### config.mk
export PLATFORM = sky130hd
export DESIGN_NAME = lsagu_top
export DESIGN_NICKNAME = d
export VERILOG_FILES = /design/src/rtl/lsagu_pkg.sv /design/src/rtl/lsagu_addr.sv /design/src/rtl/lsagu_legal.sv /design/src/rtl/lsagu_seq.sv /design/src/rtl/lsagu_top.sv
export SDC_FILE = /design/constraint.sdc
export NUM_CORES = 1
export LEC_CHECK = 0
export ABC_AREA = 1
export ABC_CLOCK_PERIOD_IN_PS = 9470
export CAP_MARGIN = 20
export CORE_UTILIZATION = 53
export CTS_BUF_LIST = sky130_fd_sc_hd__clkbuf_2
export CTS_CLUSTER_DIAMETER = 40
export DETAILED_ROUTE_END_ITERATION = 10
export PLACE_DENSITY = 0.86
export SYNTH_ARGS = -nofsm -noshare
export SYNTH_HDL_FRONTEND = slang
export SYNTH_SLANG_ARGS = --single-unit
### constraint.sdc
create_clock -name clk -period 9.47 [get_ports clk]
set_clock_uncertainty 0.05 [all_clocks]
set_input_delay 2.841 -clock clk [delete_from_list [all_inputs] [get_ports clk]]
set_output_delay 2.841 -clock clk [all_outputs]
set_load 0.01 [all_outputs]
### src/rtl/lsagu_pkg.sv
package lsagu_pkg;

    localparam int WORD_W  = 32;
    localparam int LANES   = WORD_W / 8;
    localparam int STEP    = LANES;

    typedef enum logic [1:0] {
        AM_OFFSET = 2'd0,
        AM_PRE    = 2'd1,
        AM_POST   = 2'd2,
        AM_RSVD   = 2'd3
    } amode_e;

    typedef enum logic [1:0] {
        SZ_BYTE = 2'd0,
        SZ_HALF = 2'd1,
        SZ_WORD = 2'd2,
        SZ_DUAL = 2'd3
    } asize_e;

    typedef enum logic [1:0] {
        ST_IDLE,
        ST_REQ,
        ST_WAIT,
        ST_FIN
    } seq_state_e;

    // Lane enables for a request of a given size at a given low address.
    function automatic logic [LANES-1:0] lane_enables(asize_e sz, logic [1:0] lo);
        logic [LANES-1:0] be;
        case (sz)
            SZ_BYTE: be = 4'b0001 << lo;
            SZ_HALF: be = lo[1] ? 4'b1100 : 4'b0011;
            default: be = 4'b1111;
        endcase
        return be;
    endfunction

    // Replicate narrow store data onto every lane so any enabled lane carries it.
    function automatic logic [WORD_W-1:0] lane_spread(asize_e sz, logic [WORD_W-1:0] d);
        logic [WORD_W-1:0] r;
        case (sz)
            SZ_BYTE: r = {4{d[7:0]}};
            SZ_HALF: r = {2{d[15:0]}};
            default: r = d;
        endcase
        return r;
    endfunction

    // Pick the addressed lane of a response and zero-extend it.
    function automatic logic [WORD_W-1:0] lane_pick(asize_e sz, logic [1:0] lo, logic [WORD_W-1:0] d);
        logic [WORD_W-1:0] r;
        case (sz)
            SZ_BYTE: r = {24'd0, d[8*lo +: 8]};
            SZ_HALF: r = lo[1] ? {16'd0, d[31:16]} : {16'd0, d[15:0]};
            default: r = d;
        endcase
        return r;
    endfunction

endpackage

### src/rtl/lsagu_addr.sv
module lsagu_addr
    import lsagu_pkg::*;
#(
    parameter int AW   = 32,
    parameter int IMMW = 12
) (
    input  logic [AW-1:0]   base,
    input  logic [IMMW-1:0] imm,
    input  logic            sub,
    input  amode_e          mode,
    output logic [AW-1:0]   acc_addr,
    output logic            wb_en,
    output logic [AW-1:0]   wb_val
);
    localparam int PAD = AW - IMMW;

    logic [AW-1:0] ext_imm;
    logic [AW-1:0] moved;

    assign ext_imm = {{PAD{1'b0}}, imm};
    assign moved   = sub ? (base - ext_imm) : (base + ext_imm);

    always_comb begin
        acc_addr = moved;
        wb_en    = 1'b0;
        wb_val   = moved;
        case (mode)
            AM_PRE: begin
                wb_en = 1'b1;
            end
            AM_POST: begin
                acc_addr = base;
                wb_en    = 1'b1;
            end
            default: begin
                wb_en = 1'b0;
            end
        endcase
    end
endmodule

### src/rtl/lsagu_legal.sv
module lsagu_legal
    import lsagu_pkg::*;
#(
    parameter int RW     = 4,
    parameter int PC_IDX = 15,
    parameter int SP_IDX = 13
) (
    input  logic          load,
    input  amode_e        mode,
    input  asize_e        size,
    input  logic [RW-1:0] rt,
    input  logic [RW-1:0] rt2,
    input  logic [RW-1:0] rn,
    output logic          illegal,
    output logic          pc_load
);
    localparam logic [RW-1:0] PC_R = RW'(PC_IDX);
    localparam logic [RW-1:0] SP_R = RW'(SP_IDX);

    logic dual, word, wb_form;
    logic rt_pc, rt_sp, rt2_pc, rt2_sp, rn_pc;
    logic overlap, pair_same;

    assign dual    = (size == SZ_DUAL);
    assign word    = (size == SZ_WORD);
    assign wb_form = (mode == AM_PRE) || (mode == AM_POST);
    assign rt_pc   = (rt == PC_R);
    assign rt_sp   = (rt == SP_R);
    assign rt2_pc  = dual && (rt2 == PC_R);
    assign rt2_sp  = dual && (rt2 == SP_R);
    assign rn_pc   = (rn == PC_R);
    assign overlap = wb_form && ((rn == rt) || (dual && (rn == rt2)));
    assign pair_same = dual && (rt == rt2);

    always_comb begin
        if (load) begin
            illegal = pair_same || overlap || rt2_pc || rt2_sp
                    || ((rt_pc || rt_sp) && !word);
        end else begin
            illegal = rt_pc || rt2_pc || rn_pc || rt2_sp || overlap
                    || (rt_sp && !word);
        end
    end

    assign pc_load = load && word && rt_pc;
endmodule

### src/rtl/lsagu_seq.sv
module lsagu_seq
    import lsagu_pkg::*;
#(
    parameter int AW = 32
) (
    input  logic              clk,
    input  logic              rst,
    input  logic              op_fire,
    input  logic [AW-1:0]     in_addr,
    input  logic              in_wb_en,
    input  logic [AW-1:0]     in_wb_val,
    input  logic              in_ill,
    input  logic              in_load,
    input  asize_e            in_size,
    input  logic              in_pc_ld,
    input  logic [WORD_W-1:0] in_wd,
    input  logic [WORD_W-1:0] in_wd2,
    output logic              req_valid,
    input  logic              req_ready,
    output logic [AW-1:0]     req_addr,
    output logic              req_write,
    output logic [LANES-1:0]  req_be,
    output logic [WORD_W-1:0] req_wdata,
    input  logic              rsp_valid,
    input  logic [WORD_W-1:0] rsp_rdata,
    output logic              busy,
    output logic              done,
    output logic              illegal,
    output logic              wb_en,
    output logic [AW-1:0]     wb_value,
    output logic [WORD_W-1:0] ld_data,
    output logic [WORD_W-1:0] ld_data2,
    output logic              br_en,
    output logic [WORD_W-1:0] br_target,
    output logic              br_err
);
    seq_state_e        state;
    logic              beat;
    logic              load_q, ill_q, wb_en_q, pc_q;
    asize_e            size_q;
    logic [AW-1:0]     addr_q, wb_val_q;
    logic [WORD_W-1:0] wd_q, wd2_q, ld_q, ld2_q;
    logic              last_beat;

    assign last_beat = (size_q != SZ_DUAL) || beat;

    always_ff @(posedge clk) begin
        if (rst) begin
            state    <= ST_IDLE;
            beat     <= 1'b0;
            load_q   <= 1'b0;
            ill_q    <= 1'b0;
            wb_en_q  <= 1'b0;
            pc_q     <= 1'b0;
            size_q   <= SZ_BYTE;
            addr_q   <= '0;
            wb_val_q <= '0;
            wd_q     <= '0;
            wd2_q    <= '0;
            ld_q     <= '0;
            ld2_q    <= '0;
        end else begin
            case (state)
                ST_IDLE: begin
                    if (op_fire) begin
                        beat     <= 1'b0;
                        load_q   <= in_load;
                        ill_q    <= in_ill;
                        wb_en_q  <= in_wb_en;
                        pc_q     <= in_pc_ld;
                        size_q   <= in_size;
                        addr_q   <= in_addr;
                        wb_val_q <= in_wb_val;
                        wd_q     <= in_wd;
                        wd2_q    <= in_wd2;
                        ld_q     <= '0;
                        ld2_q    <= '0;
                        state    <= in_ill ? ST_FIN : ST_REQ;
                    end
                end
                ST_REQ: begin
                    if (req_ready) state <= ST_WAIT;
                end
                ST_WAIT: begin
                    if (rsp_valid) begin
                        if (load_q) begin
                            if (beat) ld2_q <= rsp_rdata;
                            else      ld_q  <= lane_pick(size_q, addr_q[1:0], rsp_rdata);
                        end
                        if (last_beat) begin
                            state <= ST_FIN;
                        end else begin
                            beat  <= 1'b1;
                            state <= ST_REQ;
                        end
                    end
                end
                default: begin
                    state <= ST_IDLE;
                end
            endcase
        end
    end

    assign req_valid = (state == ST_REQ);
    assign req_addr  = beat ? (addr_q + AW'(STEP)) : addr_q;
    assign req_write = !load_q;
    assign req_be    = lane_enables(size_q, addr_q[1:0]);
    assign req_wdata = beat ? wd2_q : lane_spread(size_q, wd_q);

    assign busy      = (state != ST_IDLE);
    assign done      = (state == ST_FIN);
    assign illegal   = done && ill_q;
    assign wb_en     = done && !ill_q && wb_en_q;
    assign wb_value  = wb_val_q;
    assign ld_data   = ld_q;
    assign ld_data2  = ld2_q;
    assign br_en     = done && !ill_q && pc_q;
    assign br_target = {ld_q[WORD_W-1:1], 1'b0};
    assign br_err    = br_en && !ld_q[0];
endmodule

### src/rtl/lsagu_top.sv
module lsagu_top
    import lsagu_pkg::*;
#(
    parameter int AW     = 32,
    parameter int IMMW   = 12,
    parameter int RW     = 4,
    parameter int PC_IDX = 15,
    parameter int SP_IDX = 13
) (
    input  logic              clk,
    input  logic              rst,
    input  logic              op_valid,
    output logic              op_ready,
    input  logic              op_load,
    input  logic [1:0]        op_mode,
    input  logic [1:0]        op_size,
    input  logic              op_sub,
    input  logic [RW-1:0]     op_rt,
    input  logic [RW-1:0]     op_rt2,
    input  logic [RW-1:0]     op_rn,
    input  logic [AW-1:0]     op_base,
    input  logic [IMMW-1:0]   op_imm,
    input  logic [31:0]       op_wdata,
    input  logic [31:0]       op_wdata2,
    output logic              req_valid,
    input  logic              req_ready,
    output logic [AW-1:0]     req_addr,
    output logic              req_write,
    output logic [3:0]        req_be,
    output logic [31:0]       req_wdata,
    input  logic              rsp_valid,
    input  logic [31:0]       rsp_rdata,
    output logic              busy,
    output logic              done,
    output logic              illegal,
    output logic              wb_en,
    output logic [AW-1:0]     wb_value,
    output logic [31:0]       ld_data,
    output logic [31:0]       ld_data2,
    output logic              br_en,
    output logic [31:0]       br_target,
    output logic              br_err
);
    amode_e        mode;
    asize_e        size;
    logic [AW-1:0] acc_addr, nxt_base;
    logic          nxt_wb, bad, pc_ld, fire;

    assign mode     = amode_e'(op_mode);
    assign size     = asize_e'(op_size);
    assign op_ready = !busy;
    assign fire     = op_valid && op_ready;

    lsagu_addr #(.AW(AW), .IMMW(IMMW)) u_addr (
        .base     (op_base),
        .imm      (op_imm),
        .sub      (op_sub),
        .mode     (mode),
        .acc_addr (acc_addr),
        .wb_en    (nxt_wb),
        .wb_val   (nxt_base)
    );

    lsagu_legal #(.RW(RW), .PC_IDX(PC_IDX), .SP_IDX(SP_IDX)) u_legal (
        .load    (op_load),
        .mode    (mode),
        .size    (size),
        .rt      (op_rt),
        .rt2     (op_rt2),
        .rn      (op_rn),
        .illegal (bad),
        .pc_load (pc_ld)
    );

    lsagu_seq #(.AW(AW)) u_seq (
        .clk       (clk),
        .rst       (rst),
        .op_fire   (fire),
        .in_addr   (acc_addr),
        .in_wb_en  (nxt_wb),
        .in_wb_val (nxt_base),
        .in_ill    (bad),
        .in_load   (op_load),
        .in_size   (size),
        .in_pc_ld  (pc_ld),
        .in_wd     (op_wdata),
        .in_wd2    (op_wdata2),
        .req_valid (req_valid),
        .req_ready (req_ready),
        .req_addr  (req_addr),
        .req_write (req_write),
        .req_be    (req_be),
        .req_wdata (req_wdata),
        .rsp_valid (rsp_valid),
        .rsp_rdata (rsp_rdata),
        .busy      (busy),
        .done      (done),
        .illegal   (illegal),
        .wb_en     (wb_en),
        .wb_value  (wb_value),
        .ld_data   (ld_data),
        .ld_data2  (ld_data2),
        .br_en     (br_en),
        .br_target (br_target),
        .br_err    (br_err)
    );
endmodule

After elaboration in Yosys (flattened, before gate mapping)
Cells that the tools add are included.
{"block": "classes", "n_shift": 2, "n_mux": 30, "eq_ne": 24, "addsub": 3, "reduce_logical": 43}
{"cell": "$mux 32", "n": 11}
{"cell": "$pmux 32 s2", "n": 4}
{"cell": "$add 32x12->32", "n": 1}
{"cell": "$add 32x3->32 const B", "n": 1}
{"cell": "$shiftx 32x6->8", "n": 1}
{"cell": "$sub 32x12->32", "n": 1}
{"cell": "$eq 4x4->1 const B", "n": 5}
{"cell": "$mux 16", "n": 1}
{"cell": "$logic_and 1x1->1", "n": 15}
{"cell": "$logic_or 1x1->1", "n": 13}
{"cell": "$eq 4x4->1", "n": 3}
{"cell": "$eq 2x2->1 const B", "n": 5}
{"cell": "$mux 2", "n": 5}
{"cell": "$ne 2x2->1 const B", "n": 5}
{"cell": "$reduce_and 5->1", "n": 2}
{"cell": "$pmux 4 s2", "n": 1}
{"cell": "$eq 2x1->1 const B", "n": 3}
{"cell": "$ne 2x1->1 const B", "n": 3}
{"cell": "$pmux 2 s3", "n": 1}
{"cell": "$logic_not 1->1", "n": 5}
{"cell": "$mux 1", "n": 5}
{"cell": "$logic_not 2->1", "n": 2}
{"cell": "$mux 4", "n": 1}
{"cell": "$reduce_and 4->1", "n": 1}
{"cell": "6 further kinds", "n": 7}
{"block": "totals", "reg_bits": 201, "in_bits": 163}

Depth between registers and ports, before layout
{"block": "depth", "ltp_word": 12, "mapped_depth": 21, "ltp_nobuf": 21}

By module
A second synthesis with hierarchy kept.
{"block": "hier_totals", "hier_cells": 2119, "hier_area_um2": 12888.6}
{"mod": "lsagu_seq", "instances": 1, "seq_area_each_um2": 4023.9, "area_per_inst_um2": 9307.7, "cells_per_inst": 1364}
{"mod": "lsagu_addr", "instances": 1, "seq_area_each_um2": 0.0, "area_per_inst_um2": 3279.4, "cells_per_inst": 688}
{"mod": "lsagu_legal", "instances": 1, "seq_area_each_um2": 0.0, "area_per_inst_um2": 287.8, "cells_per_inst": 64}
{"mod": "lsagu_top", "instances": 1, "seq_area_each_um2": 0.0, "area_per_inst_um2": 13.8, "cells_per_inst": 3}

Least setup slack after synthesis
No wires, ideal clock.
{"block": "synth_timing", "path_type": "input to register", "start": "in op_imm[1]", "end": "reg u_seq.addr_q[29]", "cell_stages": 19, "path_slack_ns": 4.346, "path_buffers": 0, "arrival_ns": 4.942, "setup_time_ns": 0.132, "cell_sequence": "inv_1 > ha_1 > nand4_1 > nor2_1 > nand3_1 > o21ai_0 > ha_1 > nand2_1 > inv_1 > nand2_1 > inv_1 > a21oi_1 > nand2_1 > nand2_1 > nand2_1 > nand2_1 > nand3_1 > nand2_1 > a21oi_1"}
{"block": "synth_via", "elab_chain_cells": 3, "word_cells_on_any_way": 4}
{"element": "start: declaration", "line_no": "lsagu_top.sv:22", "text": "input logic [IMMW-1:0] op_imm,"}
{"element": "$add 32x12->32 / $sub 32x12->32 (equally long branches)", "line_no": "lsagu_addr.sv:21", "text": "assign moved = sub ? (base - ext_imm) : (base + ext_imm);"}
{"element": "$mux 32 (*)", "line_no": "lsagu_addr.sv:21"}
{"element": "$mux 32 (*)", "line_no": "lsagu_addr.sv:27", "text": "case (mode)"}
{"element": "end signal: assignment", "line_no": "lsagu_seq.sv:72", "text": "addr_q <= in_addr;"}
{"element": "end: declaration", "line_no": "lsagu_seq.sv:41", "text": "logic [AW-1:0] addr_q, wb_val_q;"}
Every way passes the cells marked *; elsewhere a longest branch is shown, timed or not.
A chain may end at the register's enable or synchronous reset.

Final worst setup path
{"block": "layout_timing", "start": "reg u_seq.beat", "end": "out req_addr[27]"}
{"block": "layout_via", "elab_chain_cells": 1}
{"element": "start: declaration", "line_no": "lsagu_seq.sv:38", "text": "logic beat;"}
{"element": "start signal: assignment", "line_no": "lsagu_seq.sv:50", "text": "beat <= 1'b0;"}
{"element": "start signal: assignment", "line_no": "lsagu_seq.sv:66", "text": "beat <= 1'b0;"}
{"element": "start signal: assignment", "line_no": "lsagu_seq.sv:93", "text": "beat <= 1'b1;"}
{"element": "$mux 32", "line_no": "lsagu_seq.sv:106", "text": "assign req_addr = beat ? (addr_q + AW'(STEP)) : addr_q;"}
{"element": "end: declaration", "line_no": "lsagu_top.sv:27", "text": "output logic [AW-1:0] req_addr,"}
Every way passes these cells.

==> impl_results.rst <==
.. list-table::
   :header-rows: 1

   * - Metric
     - Value
   * - Run status
     - complete, no violations
   * - Synthesized instance count
     - 1967
   * - Post-Route Utilization
     - 0.7160
   * - Worst Tran Pin Value
     - 1088 ps
   * - Total power
     - 2.759 mW
   * - Classification of the worst-slack hold path
     - reg -> reg
   * - Via/cell ratio
     - 5.540
   * - Placed Instances
     - 2528
   * - GPL Wtd Cong
     - 1.003
   * - Initial cell density of the core
     - 0.5447
   * - Number of endpoints with negative hold slack in the final report
     - 0
   * - Wire length after detailed routing
     - 48530 um
   * - Placement Cell Area
     - 15920 um^2
   * - Startpoint of the worst register-to-register path
     - u_seq.state[1]
   * - Detailed placement HPWL
     - 37030 um
   * - Number of antenna violations at the first check in global routing
     - 1
   * - Worst-case clock buffer depth
     - 3
   * - Maximum level of the CTS H-tree
     - 2
   * - Post-CTS setup buffer count
     - 0
   * - Net count reported at finish
     - 2469
   * - PortBufs
     - 366
   * - Vias post-DR
     - 14480
   * - Number of buffers created by CTS
     - 53
   * - Global route total overflow
     - 0
   * - Headroom to the max-slew limit
     - 0.2749
   * - Setup TNS after final layout
     - 0 ps
   * - Source of the worst hold timing path
     - u_seq.wd_q[12]
   * - Max_cap viols
     - 0
   * - DRC violations left
     - 0
   * - Wire length of the first global-routing pass
     - 73150 um
   * - Final period utilization
     - 0.7444
   * - Final antenna-violating net count
     - 0
   * - Share of Yosys cell area claimed by the top area cell type
     - 0.3233
   * - Most used cells in the layout excluding fill and tap cells
     - 460 x nand2_1, 365 x clkdlybuf4s50_1, 277 x nor2_1
   * - Final non-filler cell area
     - 16360 um^2
   * - Vert. Die Dim
     - 155.2 um
   * - Final std cells w/o fill
     - 2613
   * - Syn. warnings
     - 0
   * - Clock slew seen by the registers of the worst setup and hold paths
     - 110 ps
   * - Number of iterations in the first detailed-routing pass
     - 5
   * - Count of pins over their slew limit
     - 0
   * - Clock network latency to the later pin of the worst-skew pair
     - 820 ps
   * - Vias in the first global route
     - 13500
   * - Pin count of the biggest net entering global routing
     - 104
   * - Synthesis-to-layout area growth
     - 31.44%
   * - Post-Synthesis Mean Instance Area
     - 6.327 um^2
   * - Die Wd
     - 155.2 um
   * - Highest fanout seen on the critical path
     - 57
   * - Achievable Freq
     - 141.8 MHz
   * - Ratio of total power to cell area
     - 168.7 nW/um^2
   * - Number of flops mapped to enable cells by yosys
     - 0
   * - CTS Root Buffer Type
     - clkbuf_2
   * - Total of hold buffers inserted after clock tree synthesis
     - 0
   * - Cts repair resizes
     - 0
   * - I/O pin count
     - 368
   * - Highest-delay cell along the critical path
     - dfxtp_2
   * - Total of flip-flops plus latches after synthesis
     - 201
   * - Leakage Power
     - 7.585 nW
   * - Main flop type after synthesis
     - dfxtp_1
   * - Most frequent standard cell in the layout excluding fill and tap cells
     - nand2_1
   * - Async set or reset register ratio after synthesis
     - 0
   * - Area of the core
     - 22850 um^2
   * - Netlist area before placement
     - 12450 um^2
   * - Routed length per instance
     - 18.57 um
   * - Crit path kind
     - reg -> out
   * - Number of setup violations in the final report
     - 0
   * - Data arrival time of the critical path
     - 4160 ps
   * - Clock sinks
     - 201
   * - Share of cells above drive strength 1
     - 0.04654
   * - Startpoint of the most critical setup path
     - u_seq.beat
   * - Peak per-stage delay on the critical path
     - 1040 ps
   * - Data required time of the worst path
     - 6580 ps
   * - RSZ-0062 raised after global routing
     - no
   * - Maximum ir drop on the vdd rail
     - 109.6 uV
   * - Initial DRC Count
     - 1431
   * - Overall die area
     - 24100 um^2
   * - Total global routing track utilization
     - 0.3909
   * - Startpoint types
     - flip-flop
   * - Worst-path cell chain
     - inv_2 -> nor3_4 -> inv_2 -> nor2_2 -> nand2_1 -> nor3_2 -> nand2_1 -> nor2_1 -> xor2_1 -> clkdlybuf4s50_1
   * - Clock tree from TritonCTS
     - yes
   * - Top area cells in the synthesized netlist
     - dfxtp_1 32%, nand2_1 14%, nor2_1 8.4%
   * - Synth cell types
     - 47
   * - Library cell occupying the most area in the post-synthesis netlist
     - dfxtp_1
   * - Core Rows
     - 55
   * - Final Critical Period
     - 7050 ps
   * - Nature of the critical path endpoint
     - output pin
   * - Syn_nets
     - 2166
   * - Portion of the post-synthesis area used by sequential elements
     - 0.3233
[path summary, 6_finish.rpt]
| path | to | slack [ps] | cells past startpoint |
|---|---|---|---|
| worst max-delay path | req_addr[27] | 2420 | 10 |
| worst min-delay path | u_seq.wd_q[12] | 440 | 2 |
| worst max register to register | u_seq.ld_data2[26] | 6520 | 7 |
| worst min register to register | u_seq.wd_q[12] | 440 | 2 |
[state kept, by name, indices dropped and copies added (netlist names)]
signal / flops
u_seq.addr_q: 32
u_seq.ld_data2: 32
u_seq.ld_data: 32
u_seq.wb_value: 32
u_seq.wd2_q: 32
u_seq.wd_q: 32
u_seq.size_q: 2
u_seq.state: 2
u_seq.beat: 1
u_seq.ill_q: 1
u_seq.load_q: 1
u_seq.pc_q: 1
u_seq.wb_en_q: 1
[synth_stat cells, types with 10 or more instances]
library cell	number
nand2_1	460
inv_1	237
xnor2_1	19
xor2_1	37
o211ai_1	29
a31oi_1	10
ha_1	35
nor2_1	277
buf_2	23
a21oi_1	143
nor3_1	14
buf_4	34
clkbuf_1	57
dfxtp_1	201
nand3_1	109
o21ai_0	170
nand4_1	30
[per-layer routing]
| layer | global-route usage | up-vias | wire, um |
|---|---|---|---|
| met5 | 0 | - | 0 |
| met4 | 0.2166 | 0 | 2813 |
| met3 | 0.08050 | 173 | 4465 |
| met2 | 0.6381 | 785 | 22130 |
| met1 | 0.4822 | 6588 | 19120 |
| li1 | - | 6931 | - |
[critical path, delay by kind of cell, from the launching register on]
| family | cells | cell delay, ps |
|---|---|---|
| flip-flops | 1 | 1040 |
| AND/OR/NAND/NOR | 6 | 1040 |
| buffers and inverters | 3 | 1030 |
| XOR/XNOR | 1 | 200 |
[power breakdown]
group          internal (mW)  leakage, nW  switching (mW)
combinational          0.459         5.59           0.636
sequential             0.959         1.66           0.106
clock                  0.226        0.335           0.374
[cells by family after synthesis]
family	share of synthesized area
AOI/OAI and AO/OA	0.1740
xor gates and xnor gates	0.03941
adders and majority gates	0.03680
buffers and inverters	0.1273
DFF	0.3233
other	0.0003013
and+or+nand+nor	0.2989
[metrics by stage]
stage | worst slack, ps | hold WS [ps]
after CTS | 2387 | 431.8
after floorplan | 4346 | 389.0
after global routing | 2099 | 455.2
after global placement | 3129 | 399.2
final | 2420 | 436.2
after detailed placement | 3045 | 415.3
[final cells by class]
class                      count  area (um^2)
multi-input combinational   1393         6838
fill                        2006         6489
sequential                   201         4025
timing repair buffer         374         3731
inverter                     247        933.4
tap                          313        391.6
clock buffer                  69        345.3
clock inverter                15        91.34
antenna                        1        2.502
Note: power is estimated with default switching activity, not from simulation.
